<file path="config.mk">
export PLATFORM = sky130hd
export DESIGN_NAME = osc_reset_seq
export DESIGN_NICKNAME = d
export VERILOG_FILES = /design/src/rtl/rs_pkg.sv /design/src/rtl/rs_pin_sync.sv /design/src/rtl/rs_osc_filter.sv /design/src/rtl/rs_cfg_latch.sv /design/src/rtl/osc_reset_seq.sv
export SDC_FILE = /design/constraint.sdc
export NUM_CORES = 1
export LEC_CHECK = 0
export ABC_AREA = 1
export BUFFER_PORTS_ARGS = -buffer_cell sky130_fd_sc_hd__buf_4
export CAP_MARGIN = 40
export CORE_MARGIN = 4
export CORE_UTILIZATION = 49
export DETAILED_ROUTE_END_ITERATION = 8
export PLACE_DENSITY = 0.74
export REMOVE_ABC_BUFFERS = 1
export SLEW_MARGIN = 0
export SYNTH_ARGS = -nofsm -noshare
export SYNTH_HDL_FRONTEND = slang
export SYNTH_SLANG_ARGS = --single-unit
</file>
<file path="constraint.sdc">
create_clock -name clk -period 1.4 [get_ports clk]
set_input_delay 0.28 -clock clk [delete_from_list [all_inputs] [get_ports clk]]
set_output_delay 0.28 -clock clk [all_outputs]
set_load 0.05 [all_outputs]
</file>
<file path="src/rtl/rs_pkg.sv">
// Package: shared types of the oscillator reset sequencer.
package rs_pkg;
    typedef enum logic [2:0] {
        SEQ_IDLE     = 3'd0,
        SEQ_PULSE    = 3'd1,
        SEQ_WAIT_OSC = 3'd2,
        SEQ_COUNT    = 3'd3,
        SEQ_LATCH    = 3'd4
    } seq_state_e;
endpackage

</file>
<file path="src/rtl/rs_pin_sync.sv">
// rs_pin_sync: brings the asynchronous reset pin into the oscillator domain
// through two flops and reports single-cycle rise and fall strobes.
// Assumes the pin pulse is at least one clock period wide.
module rs_pin_sync (
    input  logic clk,
    input  logic rst_n,
    input  logic pin,
    output logic rise,
    output logic fall
);
    logic meta_q, sync_q, prev_q;

    // Purpose: two-stage synchronizer plus one history flop for edge detection.
    always_ff @(posedge clk) begin
        if (!rst_n) begin
            meta_q <= 1'b0;
            sync_q <= 1'b0;
            prev_q <= 1'b0;
        end else begin
            meta_q <= pin;
            sync_q <= meta_q;
            prev_q <= sync_q;
        end
    end

    assign rise = sync_q & ~prev_q;
    assign fall = ~sync_q & prev_q;

    // a rise strobe never lasts two cycles
    p_rise_single_r2: assert property (@(posedge clk) disable iff (!rst_n)
        rise |=> !rise);
endmodule

</file>
<file path="src/rtl/rs_osc_filter.sv">
// rs_osc_filter: declares the oscillator started once the stability input
// has been high on STABLE_CYCLES consecutive edges; any low clears it.
module rs_osc_filter #(
    parameter int STABLE_CYCLES = 2
) (
    input  logic clk,
    input  logic rst_n,
    input  logic osc_ok,
    output logic started
);
    localparam int SW = $clog2(STABLE_CYCLES + 1);
    localparam logic [SW-1:0] FULL = SW'(STABLE_CYCLES);

    logic [SW-1:0] run_q;

    // Purpose: saturating run-length counter of consecutive high samples.
    always_ff @(posedge clk) begin
        if (!rst_n)            run_q <= '0;
        else if (!osc_ok)      run_q <= '0;
        else if (run_q != FULL) run_q <= run_q + 1'b1;
    end

    assign started = (run_q == FULL);

    // started implies the input was high at the previous edge
    p_started_needs_ok_r4: assert property (@(posedge clk) disable iff (!rst_n)
        started |-> $past(osc_ok));
    // a low sample removes the started state at once
    p_low_clears_r4: assert property (@(posedge clk) disable iff (!rst_n)
        !osc_ok |=> !started);
endmodule

</file>
<file path="src/rtl/rs_cfg_latch.sv">
// rs_cfg_latch: holding registers for the strap pins, loaded only on capture.
module rs_cfg_latch #(
    parameter int CFG_W = 6
) (
    input  logic             clk,
    input  logic             rst_n,
    input  logic             capture,
    input  logic [CFG_W-1:0] pins,
    output logic [CFG_W-1:0] held
);
    for (genvar b = 0; b < CFG_W; b++) begin : g_bit
        // Purpose: one strap bit, cleared on reset, loaded on capture.
        always_ff @(posedge clk) begin
            if (!rst_n)       held[b] <= 1'b0;
            else if (capture) held[b] <= pins[b];
        end
    end
endmodule

</file>
<file path="src/rtl/osc_reset_seq.sv">
// osc_reset_seq: turns a short reset pulse into a timed internal reset on the
// oscillator clock, then captures the strap pins and raises ready.
// Assumes clk toggles (possibly unstable) whenever osc_ok may matter.
module osc_reset_seq
    import rs_pkg::*;
#(
    parameter int CFG_W         = 6,
    parameter int RST_CYCLES    = 3,
    parameter int STABLE_CYCLES = 2
) (
    input  logic             clk,
    input  logic             por_n,
    input  logic             ext_rst,
    input  logic             osc_ok,
    input  logic [CFG_W-1:0] cfg_pins,
    output logic             osc_en,
    output logic             int_rst_n,
    output logic [CFG_W-1:0] cfg_q,
    output logic             ready
);
    localparam int CNT_W = (RST_CYCLES > 1) ? $clog2(RST_CYCLES) : 1;
    localparam logic [CNT_W-1:0] LAST = CNT_W'(RST_CYCLES - 1);

    seq_state_e       state_q, state_d;
    logic [CNT_W-1:0] cnt_q, cnt_d;
    logic             pin_rise, pin_fall, osc_started;

    rs_pin_sync u_sync (
        .clk(clk), .rst_n(por_n), .pin(ext_rst), .rise(pin_rise), .fall(pin_fall)
    );

    rs_osc_filter #(.STABLE_CYCLES(STABLE_CYCLES)) u_filt (
        .clk(clk), .rst_n(por_n), .osc_ok(osc_ok), .started(osc_started)
    );

    rs_cfg_latch #(.CFG_W(CFG_W)) u_cfg (
        .clk(clk), .rst_n(por_n), .capture(state_q == SEQ_LATCH),
        .pins(cfg_pins), .held(cfg_q)
    );

    // Purpose: next state and window counter; a new pulse always wins.
    always_comb begin
        state_d = state_q;
        cnt_d   = cnt_q;
        if (pin_rise) begin
            state_d = SEQ_PULSE;
            cnt_d   = '0;
        end else begin
            unique case (state_q)
                SEQ_PULSE:    if (pin_fall) state_d = SEQ_WAIT_OSC;
                SEQ_WAIT_OSC: if (osc_started) begin
                    state_d = SEQ_COUNT;
                    cnt_d   = '0;
                end
                SEQ_COUNT: begin
                    if (!osc_started)       state_d = SEQ_WAIT_OSC;
                    else if (cnt_q == LAST) state_d = SEQ_LATCH;
                    else                    cnt_d   = cnt_q + 1'b1;
                end
                SEQ_LATCH:    state_d = SEQ_IDLE;
                default:      state_d = SEQ_IDLE;
            endcase
        end
    end

    // Purpose: state, counter and glitch-free registered outputs.
    always_ff @(posedge clk) begin
        if (!por_n) begin
            state_q   <= SEQ_WAIT_OSC;
            cnt_q     <= '0;
            int_rst_n <= 1'b0;
            ready     <= 1'b0;
            osc_en    <= 1'b1;
        end else begin
            state_q   <= state_d;
            cnt_q     <= cnt_d;
            int_rst_n <= (state_d == SEQ_LATCH) || (state_d == SEQ_IDLE);
            ready     <= (state_d == SEQ_IDLE);
            osc_en    <= (state_d != SEQ_IDLE);
        end
    end

    // ready only with reset released
    p_ready_released_r10: assert property (@(posedge clk) disable iff (!por_n)
        ready |-> int_rst_n);
    // oscillator requested throughout a sequence
    p_osc_during_seq_r3: assert property (@(posedge clk) disable iff (!por_n)
        !ready |-> osc_en);
    // straps frozen while internal reset is held
    p_cfg_hold_r8: assert property (@(posedge clk) disable iff (!por_n)
        !int_rst_n |=> $stable(cfg_q));
    // idle without a new pulse keeps ready and straps
    p_idle_hold_r9: assert property (@(posedge clk) disable iff (!por_n)
        (ready && !pin_rise) |=> (ready && $stable(cfg_q)));
    // window counter stays in range
    p_cnt_bound_r5: assert property (@(posedge clk) disable iff (!por_n)
        cnt_q <= LAST);
    // the window never runs without a started oscillator
    p_count_needs_osc_r4: assert property (@(posedge clk) disable iff (!por_n)
        (state_q == SEQ_COUNT && cnt_q != '0) |-> $past(osc_started));
endmodule

</file>
[Word-level counts from Yosys, hierarchy flattened]
Index checks and enable logic that the tools add are counted.
Storage, ports and cells
  register bits: 19
  bits of input ports: 10
  output and inout port bits: 9
  logic and storage cells: 50
Operators by class
  add/sub/neg operators: 2
  eq/ne operators: 11
  mux-type cells: 10
  bitwise gates (word level): 5
  reduce and logical (&&, ||, !) cells: 7
Operators by type and width (count)
  $mux W3: 5
  $pmux W3 S3: 1
  $ne A2 B2 Y1 const B: 4
  $eq A3 B2 Y1 const B: 2
  $eq A3 B3 Y1 const B: 2
  $mux W2: 3
  $add A2 B1 Y2 const B: 2
  $eq A2 B2 Y1 const B: 2
  $pmux W2 S2: 1
  $reduce_and A4 Y1: 1
  $eq A3 B1 Y1 const B: 1
  $logic_not A3 Y1: 1
  $not A1 Y1: 3
  $reduce_bool A3 Y1: 1
  $and A1 B1 Y1: 2
  $reduce_and A2 Y1: 1
  $reduce_bool A2 Y1: 1
  $reduce_or A2 Y1: 1
  $logic_or A1 B1 Y1: 1

[Logic depth before layout (Yosys ltp)]
Gate-level depths: netlist (run 1).
  word-level depth: 7
  mapped depth: 8

[Cells and area by module]
From an unflattened synthesis (run 1), not the netlist that was laid out.
Second synthesis, totals
  cell total of the unflattened synthesis: 116
  area total of the unflattened synthesis: 829.5 um^2
By module, submodules not included
  osc_reset_seq: times used 1, cells an instance 50, area each 362.8 um^2, seq. area each 160.2 um^2
  rs_cfg_latch: times used 1, cells an instance 37, area each 256.5 um^2, seq. area each 120.1 um^2
  rs_osc_filter: times used 1, cells an instance 16, area each 110.1 um^2, seq. area each 40.0 um^2
  rs_pin_sync: times used 1, cells an instance 13, area each 100.1 um^2, seq. area each 60.1 um^2

[Worst setup path after synthesis (run 1)]
Ideal clock, no wire load.
  path type: reg2reg
  from: register cnt_q[0]
  to: register cnt_q[1]
  library setup time: 0.115 ns
  arrival time: 1.013 ns
  required time: 1.285 ns
  slack: 0.272 ns
  cell stages (with the launch flop): 7
  period minus slack after synthesis: 1.128 ns
  cells stage by stage: dfxtp_1 inv_1 ha_1 nand2_1 nand3_2 and2_0 o21a_1
On the way
  longest elaborated chain between the ends: 4
  elaborated cells on any way between the ends: 7
Ends and longest elaborated chain
  start: declaration: RTL line osc_reset_seq.sv:25  | logic [CNT_W-1:0] cnt_q, cnt_d;
  start signal: assignment: RTL line osc_reset_seq.sv:76  | cnt_q <= cnt_d;
  $add A2 B1 Y2: RTL line osc_reset_seq.sv:58  | else cnt_d = cnt_q + 1'b1;
  $mux W2: RTL line osc_reset_seq.sv:57  | else if (cnt_q == LAST) state_d = SEQ_LATCH;
  $mux W2: RTL line osc_reset_seq.sv:56  | if (!osc_started) state_d = SEQ_WAIT_OSC;
  $pmux W2 S2: RTL line osc_reset_seq.sv:49  | unique case (state_q)
Parallel ways exist; a longest one is shown, timed or not. The select of a mux whose other input is x is not followed.
A chain may end at the register's enable or synchronous reset.

[Final worst setup path (run 1)]
Same ends and word-level chain as after synthesis.

==> results of run 1 <==
worst min-delay path: cells and delay by family:
family | cells | cell delay [ns]
buffers and inverters | 2 | 0.11
AND/OR/NAND/NOR | 1 | 0.04
registers in the layout (all words and copies together), names as in the netlist:
| signal | flops |
|---|---|
| osc_en | 1 |
| int_rst_n | 1 |
| ready | 1 |
| u_sync.meta_q | 1 |
| u_sync.prev_q | 1 |
| cnt_q | 2 |
| u_sync.sync_q | 1 |
| u_cfg.held | 6 |
| state_q | 3 |
| u_filt.run_q | 2 |
layout by cell type, fill, tap and decap left out:
master,n
dfxtp_1,19
inv_2,1
o21ai_0,8
o21ai_1,1
ha_2,1
nor3_1,1
clkbuf_1,1
o21a_1,1
clkbuf_4,3
clkinv_1,1
nor2_4,1
ha_1,1
inv_1,12
nand2_2,1
nand3_2,1
and2_0,1
nor2_1,21
nand4_1,1
nor2_2,2
nand2_1,14
a21oi_1,2
buf_4,18
nand3_1,5
a211oi_1,1
cell type report:
type	instances	area, µm²
timing repair buffer	18	135
clock buffer	4	26.3
multi-input combinational	63	312
tap	15	18.8
fill	115	442
sequential	19	380
inverter	14	52.6
layer usage:
layer  routed length, µm  vias up  track usage, %  part of all wire [%]
met4                  13        0            3.31                   1.1
li1                    -      345               -                     -
met3                  88        2            6.13                   7.1
met1                 549      275            15.2                    45
met5                   0        -               0                     0
met2                 581       14            24.7                    47
cells by family (layout without fill, tap and decap cells):
logic type	Yosys count	after routing	synth area share [%]
simple gates	48	48	28.7
buf+inv	15	36	7.55
compound gates	13	13	9.40
flops	19	19	51.0
fa+ha+maj	2	2	3.36
per-stage QoR:
stage | util (%) | instances | hold WS, ns
6_report | 67.7 | 133 | 0.175
4_1_cts | 67.5 | 133 | 0.163
3_3_place_gp | 65.6 | 129 | 0.394
5_1_grt | 67.7 | 133 | 0.182
2_1_floorplan | - | 96 | 0.349
3_5_place_dp | 65.6 | 129 | 0.407
worst max path at each step:
stage | from | endpoint | slack, ns | depth (start not counted)
5_1_grt | u_filt.run_q[0] | ready | 0.03 | 8
2_1_floorplan | cnt_q[0] | cnt_q[1] | 0.27 | 6
3_5_place_dp | u_filt.run_q[0] | ready | 0.20 | 8
3_3_place_gp | cnt_q[0] | cnt_q[1] | 0.20 | 6
4_1_cts | u_filt.run_q[0] | ready | 0.17 | 8
6_report | cnt_q[0] | cnt_q[1] | 0.19 | 6
power by group:
part           total, mW  switching (mW)  internal, mW
clock              0.258           0.147         0.111
combinational     0.0993          0.0586        0.0407
sequential         0.563         0.00717         0.556
total              0.920           0.213         0.707
what timing repair did:
| item | in CTS | in global routing |
|---|---|---|
| endpoints found under the setup margin | 0 | 3 |
| resized for setup | 0 | 2 |
| setup buffers | 0 | 0 |
==> impl_metrics.csv, run 1 <==
group,metric,value,unit
floorplan,die_area,0.00221,mm²
critical_path,worst-endpoint-required,1.59,ns
cells_and_area,final_nets,131,
timing,fin_worst_skew,0.00167,ns
cells_and_area,area_growth,24.0,%
cells_and_area,drive_above_1_share,23.7,%
cells_and_area,fin_area,925,µm²
logic_synthesis,syn_area_per_cell,7.69,µm²
routing,drc,0,
critical_path,end_kind,"flop",
cts,postCtsHoldBufs,0,
cts,numClockSinks,19,
timing,finalHoldViolCount,0,
min_path,min-delay-start,"ext_rst",
grt,grt_antenna_before_repair,0,
critical_path,cp_max_fo,5,
floorplan,ios,19,
critical_path,crit_buf_inv,1,
critical_path,r2r-start,"cnt_q[0]",
grt,overflow,0,
placement,place_hpwl,967,µm
timing,final.min_clock_period,1.21,ns
floorplan,die_h,47.0,µm
floorplan,rows,13,
critical_path,path_class,"reg -> reg",
power_and_ir_drop,peakVddDrop,0.815,mV
routing,wl,1230,µm
min_path,worst_hold_path_type,"in -> reg",
logic_synthesis,synthTopCellsByArea,"dfxtp_1 51%, nor2_1 11%, nand2_1 7.0%, o21ai_0 6.0%, inv_1 6.0%",
routing,vias,636,
grt,grt_pass1_vias,546,
power_and_ir_drop,cellPowerDensity,995,mW/mm²
logic_synthesis,synth_top_cell_by_area,"dfxtp_1",
routing,avgRoutedWirePerCell,9.27,µm
timing,tightest_slew,0.213,ns
critical_path,critPathArrivalTime,1.40,ns
cts,cts_tree,"yes",
floorplan,coreArea,0.00137,mm²
logic_synthesis,async_reset_ff_share,0,%
timing,final-setup-viol-count,0,
placement,port_buffers,18,
logic_synthesis,yosysWarnings,0,
cts,root_buffer,"clkbuf_4",
min_path,holdPathStages,3,
critical_path,reg2reg_slack,0.19,ns
routing,via_per_inst,4.78,
status,outcome,"finished clean",
timing,finalWorstSetupSlack,0.187,ns
grt,grt_pass1_wl,2160,µm
critical_path,cp_cell_sequence,"inv_1 > ha_1 > nand2_1 > nand3_2 > and2_0 > o21a_1",
logic_synthesis,ys_types,20,
critical_path,r2r-end,"cnt_q[1]",
cts,cts_buffers,3,
cts,clk_pin_slew,0.09,ns
cts,clockBufferDepth,2,
cells_and_area,n_antenna_cell,0,
timing,post-route-period-util,86.7,%
timing,setup_tns,0,ns
floorplan,start_util,54.6,%
timing,clock.fmax,824,MHz
logic_synthesis,ys_ff_latch,19,
logic_synthesis,synth_cells,97,
power_and_ir_drop,power,920,µW
cts,htreeDepth,1,
critical_path,critPathSlowestCell,"dfxtp_1",
logic_synthesis,synthTopCellsByCount,"21 x nor2_1, 19 x dfxtp_1, 14 x nand2_1, 12 x inv_1, 9 x o21ai_0",
placement,place_ws,0.198,ns
power_and_ir_drop,leakagePower,0.438,nW
critical_path,crit_family,"flip-flops",
run,maxCapViolations,0,
critical_path,r2r_cells,6,
placement,routabilityCongestion,0.768,
grt,grt_use_total,13.9,%
grt,grt_max_degree,15,
logic_synthesis,synth-edff-count,0,
logic_synthesis,synth_area,746,µm²
timing,relSlewSlack,85.8,%
logic_synthesis,synth_most_common_cell,"nor2_1",
logic_synthesis,yosysTopAreaCellShare,51.0,%
routing,first_pass_iters,2,
min_path,min_delay_worst_endpoint,"u_sync.meta_q",
logic_synthesis,seq_area_frac_synth,51.0,%
critical_path,crit_path_start_kind,"flop",
placement,placed_cell_area,896,µm²
cts,insertion_delay,0.28,ns
routing,drtAntennaViolNets,0,
floorplan,die_width,47.0,µm
timing,slew_viol_final,0,
routing,drt_iter0_drc,5,
logic_synthesis,synth_ff_type,"dfxtp_1",
timing,rsz0062_at_grt,"false",
critical_path,max_stage_delay,0.34,ns
(Power assumes the default switching activity.)
==> inputs of run 2 (changes only) <==
ABC_AREA = default   (was 1)
PLACE_DENSITY = 0.73   (was 0.74)
SLEW_MARGIN = default   (was 0)
==> impl_metrics.csv, run 2 <==
group,metric,value,unit
run,maxCapViolations,0,
logic_synthesis,seq_area_frac_synth,49.9,%
logic_synthesis,ys_ff_latch,19,
timing,post-route-period-util,89.3,%
logic_synthesis,synthTopCellsByCount,"19 x dfxtp_1, 8 x nor2b_1, 7 x nor2_1, 6 x mux2i_1",
grt,grt_pass1_vias,602,
cts,cts_tree,"yes",
critical_path,critPathArrivalTime,1.43,ns
cells_and_area,drive_above_1_share,25.8,%
floorplan,start_util,55.1,%
floorplan,coreArea,0.00138,mm²
cells_and_area,top_regs,"u_cfg.held x6, state_q x3",
cts,clockBufferDepth,2,
cts,root_buffer,"clkbuf_4",
timing,clock.fmax,800,MHz
timing,relSlewSlack,72.3,%
cells_and_area,final_nets,110,
timing,fin_worst_skew,0.00350,ns
timing,final.min_clock_period,1.25,ns
cts,htreeDepth,1,
critical_path,worst-endpoint-required,1.58,ns
timing,final-setup-viol-count,0,
logic_synthesis,yosysWarnings,0,
logic_synthesis,synth_area,762,µm²
critical_path,end_kind,"flop",
power_and_ir_drop,peakVddDrop,0.505,mV
cts,ctsResizeCount,0,
cells_and_area,top_register,"u_cfg.held",
grt,grt_antenna_before_repair,0,
power_and_ir_drop,leakagePower,0.377,nW
min_path,worst_hold_path_type,"in -> reg",
grt,grt_max_degree,14,
cts,postCtsHoldBufs,0,
timing,tightest_slew,0.412,ns
logic_synthesis,synth-edff-count,0,
status,outcome,"finished clean",
logic_synthesis,synth_xor_area_share,1.15,%
timing,setup_tns,0,ns
routing,drc,0,
timing,rsz0062_at_grt,"false",
floorplan,rows,13,
timing,slew_viol_final,0,
routing,avgRoutedWirePerCell,11.8,µm
critical_path,max_stage_delay,0.43,ns
cts,post-cts-setup-buffers,0,
cells_and_area,largest_reg_flops,6,
placement,port_buffers,18,
logic_synthesis,yosysTopAreaCellShare,49.9,%
logic_synthesis,ys_types,26,
critical_path,path_class,"reg -> reg",
cells_and_area,layout.cells.most_common_list,"19 x dfxtp_1, 19 x buf_4, 8 x nor2b_1",
routing,first_pass_iters,4,
floorplan,die_width,47.4,µm
cells_and_area,seq_area,380,µm²
logic_synthesis,synth_cells,76,
routing,wl,1320,µm
grt,grt_pass1_wl,2400,µm
placement,placed_cell_area,916,µm²
floorplan,die_h,47.4,µm
cts,clk_pin_slew,0.10,ns
logic_synthesis,synthTopCellsByArea,"dfxtp_1 50%, mux2i_1 7.9%, nor2b_1 6.6%, nor2_1 3.4%, and2_1 3.3%",
cts,numClockSinks,19,
floorplan,die_area,0.00225,mm²
cells_and_area,fillers,115,
cells_and_area,fin_area,942,µm²
grt,overflow,0,
routing,vias,556,
logic_synthesis,synth_top_family_by_area,"simple AND/OR/NAND/NOR gates",
cells_and_area,area_growth,23.6,%
routing,drt_iter0_drc,2,
timing,finalHoldViolCount,0,
routing,drtAntennaViolNets,0,
cts,insertion_delay,0.28,ns
logic_synthesis,syn_area_per_cell,10.0,µm²
cells_and_area,n_antenna_cell,0,
routing,via_per_inst,4.96,
critical_path,crit_path_start_kind,"flop",
critical_path,cp_max_fo,6,
critical_path,crit_buf_inv,0,
logic_synthesis,synth_ff_type,"dfxtp_1",
logic_synthesis,synthAdderAreaFrac,4.60,%
grt,grt_use_total,15.3,%
power_and_ir_drop,cellPowerDensity,954,mW/mm²
critical_path,crit_family,"simple AND/OR/NAND/NOR gates",
logic_synthesis,async_reset_ff_share,0,%
cts,cts_buffers,3,
logic_synthesis,muxShareOfSynthArea,7.88,%
placement,routabilityCongestion,0.676,
logic_synthesis,synth_top_cell_by_area,"dfxtp_1",
logic_synthesis,synth-simple-area-share,26.4,%
floorplan,ios,19,
placement,place_hpwl,1030,µm
logic_synthesis,synth_compound_area_share,7.06,%
logic_synthesis,synth_most_common_cell,"dfxtp_1",
cells_and_area,multi_input_area,359,µm²
critical_path,critPathSlowestCell,"nor3b_4",
critical_path,cp_cell_sequence,"nor3b_4 > mux2i_1 > nor2b_1",
==> run 2: worst paths after layout <==
check | from | to | slack [ns] | depth (start not counted)
setup / recovery | state_q[2] | u_cfg.held[4] | 0.15 | 3
hold / removal | ext_rst | u_sync.meta_q | 0.20 | 2
setup reg to reg | state_q[2] | u_cfg.held[4] | 0.15 | 3
hold reg to reg | u_sync.meta_q | u_sync.sync_q | 0.45 | 1
==> run 2: through the flow <==
| step | hold WS, ns | util, % | setup WS (ns) | cells | total power, mW |
|---|---|---|---|---|---|
| after floorplan | 0.359 | - | 0.238 | 74 | 0.615 |
| after global placement | 0.419 | 66.2 | 0.177 | 108 | 0.649 |
| after global routing | 0.194 | 68.1 | 0.0265 | 112 | 0.959 |
| after detailed placement | 0.429 | 66.2 | 0.140 | 108 | 0.651 |
| final | 0.198 | 68.1 | 0.149 | 112 | 0.899 |
| after CTS | 0.192 | 68.1 | 0.123 | 112 | 0.916 |
==> run 2: layout make-up <==
type,count,share of cell area (%)
sequential,19,40.4
clock buffer,4,2.79
timing repair buffer,19,15.1
multi-input combinational,51,38.1
tap,15,1.99
inverter,4,1.59
==> run 2: where the power goes <==
part,switching (mW),internal [mW]
Clock,0.151,0.111
Sequential,0.00981,0.552
Combinational,0.0355,0.0394
==> run 2: worst reg2reg max path, stage by stage, from the launching register on <==
cell and delay (ns):
dfxtp_1 0.42, nor3b_4 0.43, mux2i_1 0.24, nor2b_1 0.07
==> run 2: cells by family (layout without fill, tap and decap cells) <==
| family | Yosys count | in the layout |
|---|---|---|
| AOI/OAI and AO/OA | 9 | 9 |
| adders and majority gates | 3 | 3 |
| buffers and inverters | 6 | 27 |
| xor gates and xnor gates | 1 | 1 |
| DFF | 19 | 19 |
| muxes | 6 | 6 |
| and+or+nand+nor | 32 | 32 |
==> run 2: routing by layer <==
layer / track usage [%] / wire, µm / part of all wire [%]
met5: 0 / 0 / 0
met4: 8.29 / 12 / 0.91
met3: 4.14 / 66 / 5.0
met2: 25.7 / 657 / 50
met1: 17.6 / 583 / 44
==> inputs of run 3 (changes only) <==
SETUP_SLACK_MARGIN = 0.3   (was default)
==> impl_metrics.csv, run 3 (synthesized netlist as in run 2, its figures left out) <==
group,metric,value,unit
status,outcome,"finished clean",
placement,routabilityCongestion,0.676,
critical_path,critPathArrivalTime,1.32,ns
power_and_ir_drop,leakagePower,0.453,nW
placement,dp.cells,108,
critical_path,cp_max_fo,6,
run,maxCapViolations,0,
timing,finalHoldViolCount,0,
cts,insertion_delay,0.29,ns
cells_and_area,n_antenna_cell,0,
timing,final-setup-viol-count,0,
routing,first_pass_iters,2,
power_and_ir_drop,clock_power_share,29.2,%
timing,fin_worst_skew,0.00149,ns
cells_and_area,layout.cells.most_common_list,"16 x buf_4, 11 x dfxtp_2, 8 x nor2b_1",
floorplan,start_util,55.1,%
power_and_ir_drop,peakVddDrop,0.643,mV
cells_and_area,final_common_cell,"buf_4",
cells_and_area,area_growth,53.2,%
min_path,min_delay_worst_endpoint,"u_sync.meta_q",
floorplan,die_width,47.4,µm
timing,slew_viol_final,0,
critical_path,r2r-start,"state_q[0]",
power_and_ir_drop,comb_power_share,10.3,%
cts,numClockSinks,19,
min_path,holdPathStages,2,
floorplan,coreArea,0.00138,mm²
cells_and_area,seq_area,405,µm²
power_and_ir_drop,switching_share,23.3,%
cts,cts_tree,"yes",
cells_and_area,top_register,"u_cfg.held",
power_and_ir_drop,seq_power_share,60.5,%
placement,port_buffers,18,
cells_and_area,fin_cells,120,
critical_path,end_kind,"flop",
cells_and_area,largest_reg_flops,6,
cts,clk_pin_slew,0.10,ns
timing,post-route-period-util,80.7,%
min_path,worst_hold_path_type,"in -> reg",
routing,wl,1740,µm
timing,clock.fmax,885,MHz
cells_and_area,top_regs,"u_cfg.held x6, state_q x3",
cells_and_area,fillers,72,
timing,rsz0062_at_grt,"true",
routing,vias,637,
cts,cts_buffers,3,
grt,grt_antenna_before_repair,0,
cts,clockBufferDepth,2,
critical_path,r2r_cells,4,
cells_and_area,multi_input_area,427,µm²
placement,place_hpwl,1030,µm
routing,avgRoutedWirePerCell,14.5,µm
min_path,min-delay-start,"ext_rst",
critical_path,reg2reg_slack,0.27,ns
floorplan,ios,19,
grt,grt_pass1_vias,657,
floorplan,die_h,47.4,µm
grt,grt_pass1_wl,2650,µm
power_and_ir_drop,power,926,µW
routing,drtAntennaViolNets,0,
cts,htreeDepth,1,
cells_and_area,final_nets,118,
power_and_ir_drop,power_switching,215,µW
floorplan,rows,13,
grt,overflow,0,
grt,grt_max_degree,14,
power_and_ir_drop,p_int,711,µW
critical_path,crit_path_start_kind,"flop",
routing,drt_iter0_drc,10,
grt,grt_use_total,17.1,%
critical_path,r2r-end,"u_cfg.held[5]",
timing,relSlewSlack,77.7,%
routing,via_per_inst,5.31,
timing,tightest_slew,0.334,ns
power_and_ir_drop,cellPowerDensity,793,mW/mm²
floorplan,die_area,0.00225,mm²
critical_path,worst-endpoint-required,1.59,ns
timing,final.min_clock_period,1.13,ns
critical_path,path_class,"reg -> reg",
cells_and_area,drive_above_1_share,54.3,%
cts,root_buffer,"clkbuf_4",
routing,drc,0,
timing,setup_tns,0,ns
[run 3: cell count changes in the layout (fill, tap and decap cells not counted), sizes merged]
cell and change:
buf +8
[run 3: how the worst max path moves through the flow]
stage	from	endpoint	cells past startpoint
finish	state_q[0]	u_cfg.held[5]	4
global route	state_q[0]	u_cfg.held[0]	4
CTS	state_q[2]	u_cfg.held[4]	4
detailed placement	state_q[2]	u_cfg.held[4]	3
global placement	state_q[2]	u_cfg.held[0]	3
floorplan	u_filt.run_q[0]	state_q[1]	5
[run 3: final cells by class]
type | count | area share, %
Sequential cell | 19 | 34.7
Clock buffer | 4 | 2.25
Tap cell | 15 | 1.61
Inverter | 4 | 1.29
Multi-Input combinational cell | 51 | 36.5
Timing Repair Buffer | 27 | 23.6
[run 3: routing by layer]
| layer | wire, µm | track usage, % | part of all wire (%) | vias to the layer above |
|---|---|---|---|---|
| li1 | - | - | - | 313 |
| met1 | 710 | 18.2 | 41 | 303 |
| met2 | 921 | 31.3 | 53 | 15 |
| met3 | 64 | 4.14 | 3.7 | 6 |
| met4 | 46 | 8.29 | 2.6 | 0 |
| met5 | 0 | 0 | 0 | - |
[run 3: repair_timing]
item / CTS / global route
hold buffers: 0 / 0
setup buffers: 3 / 5
endpoints found under the setup margin: 18 / 23
resized for setup: 25 / 23
pin swaps: 2 / 4
[run 3: power groups by stage]
| stage | Combinational (mW) | Sequential (mW) | Clock, mW |
|---|---|---|---|
| 6_report | 0.0957 | 0.560 | 0.270 |
| 3_5_place_dp | 0.0762 | 0.575 | 0 |
| 4_1_cts | 0.0843 | 0.560 | 0.277 |
| 3_3_place_gp | 0.0746 | 0.574 | 0 |
| 5_1_grt | 0.104 | 0.562 | 0.313 |
| 2_1_floorplan | 0.0328 | 0.582 | 0 |
[run 3: worst max-delay path: stages (launching register included)]
cell and delay, ns:
dfxtp_4 0.38, nor3b_4 0.23, buf_12 0.15, mux2i_1 0.20, nor2b_1 0.07
[run 3: per-stage QoR]
stage	utilization (%)	instance area [µm²]	hold slack (ns)	setup slack, ns
finish	84.4	1170	0.194	0.270
global route	84.4	1170	0.192	0.211
CTS	74.9	1040	0.193	0.283
detailed placement	66.2	916	0.429	0.140
global placement	66.2	916	0.419	0.177
floorplan	-	754	0.359	0.238
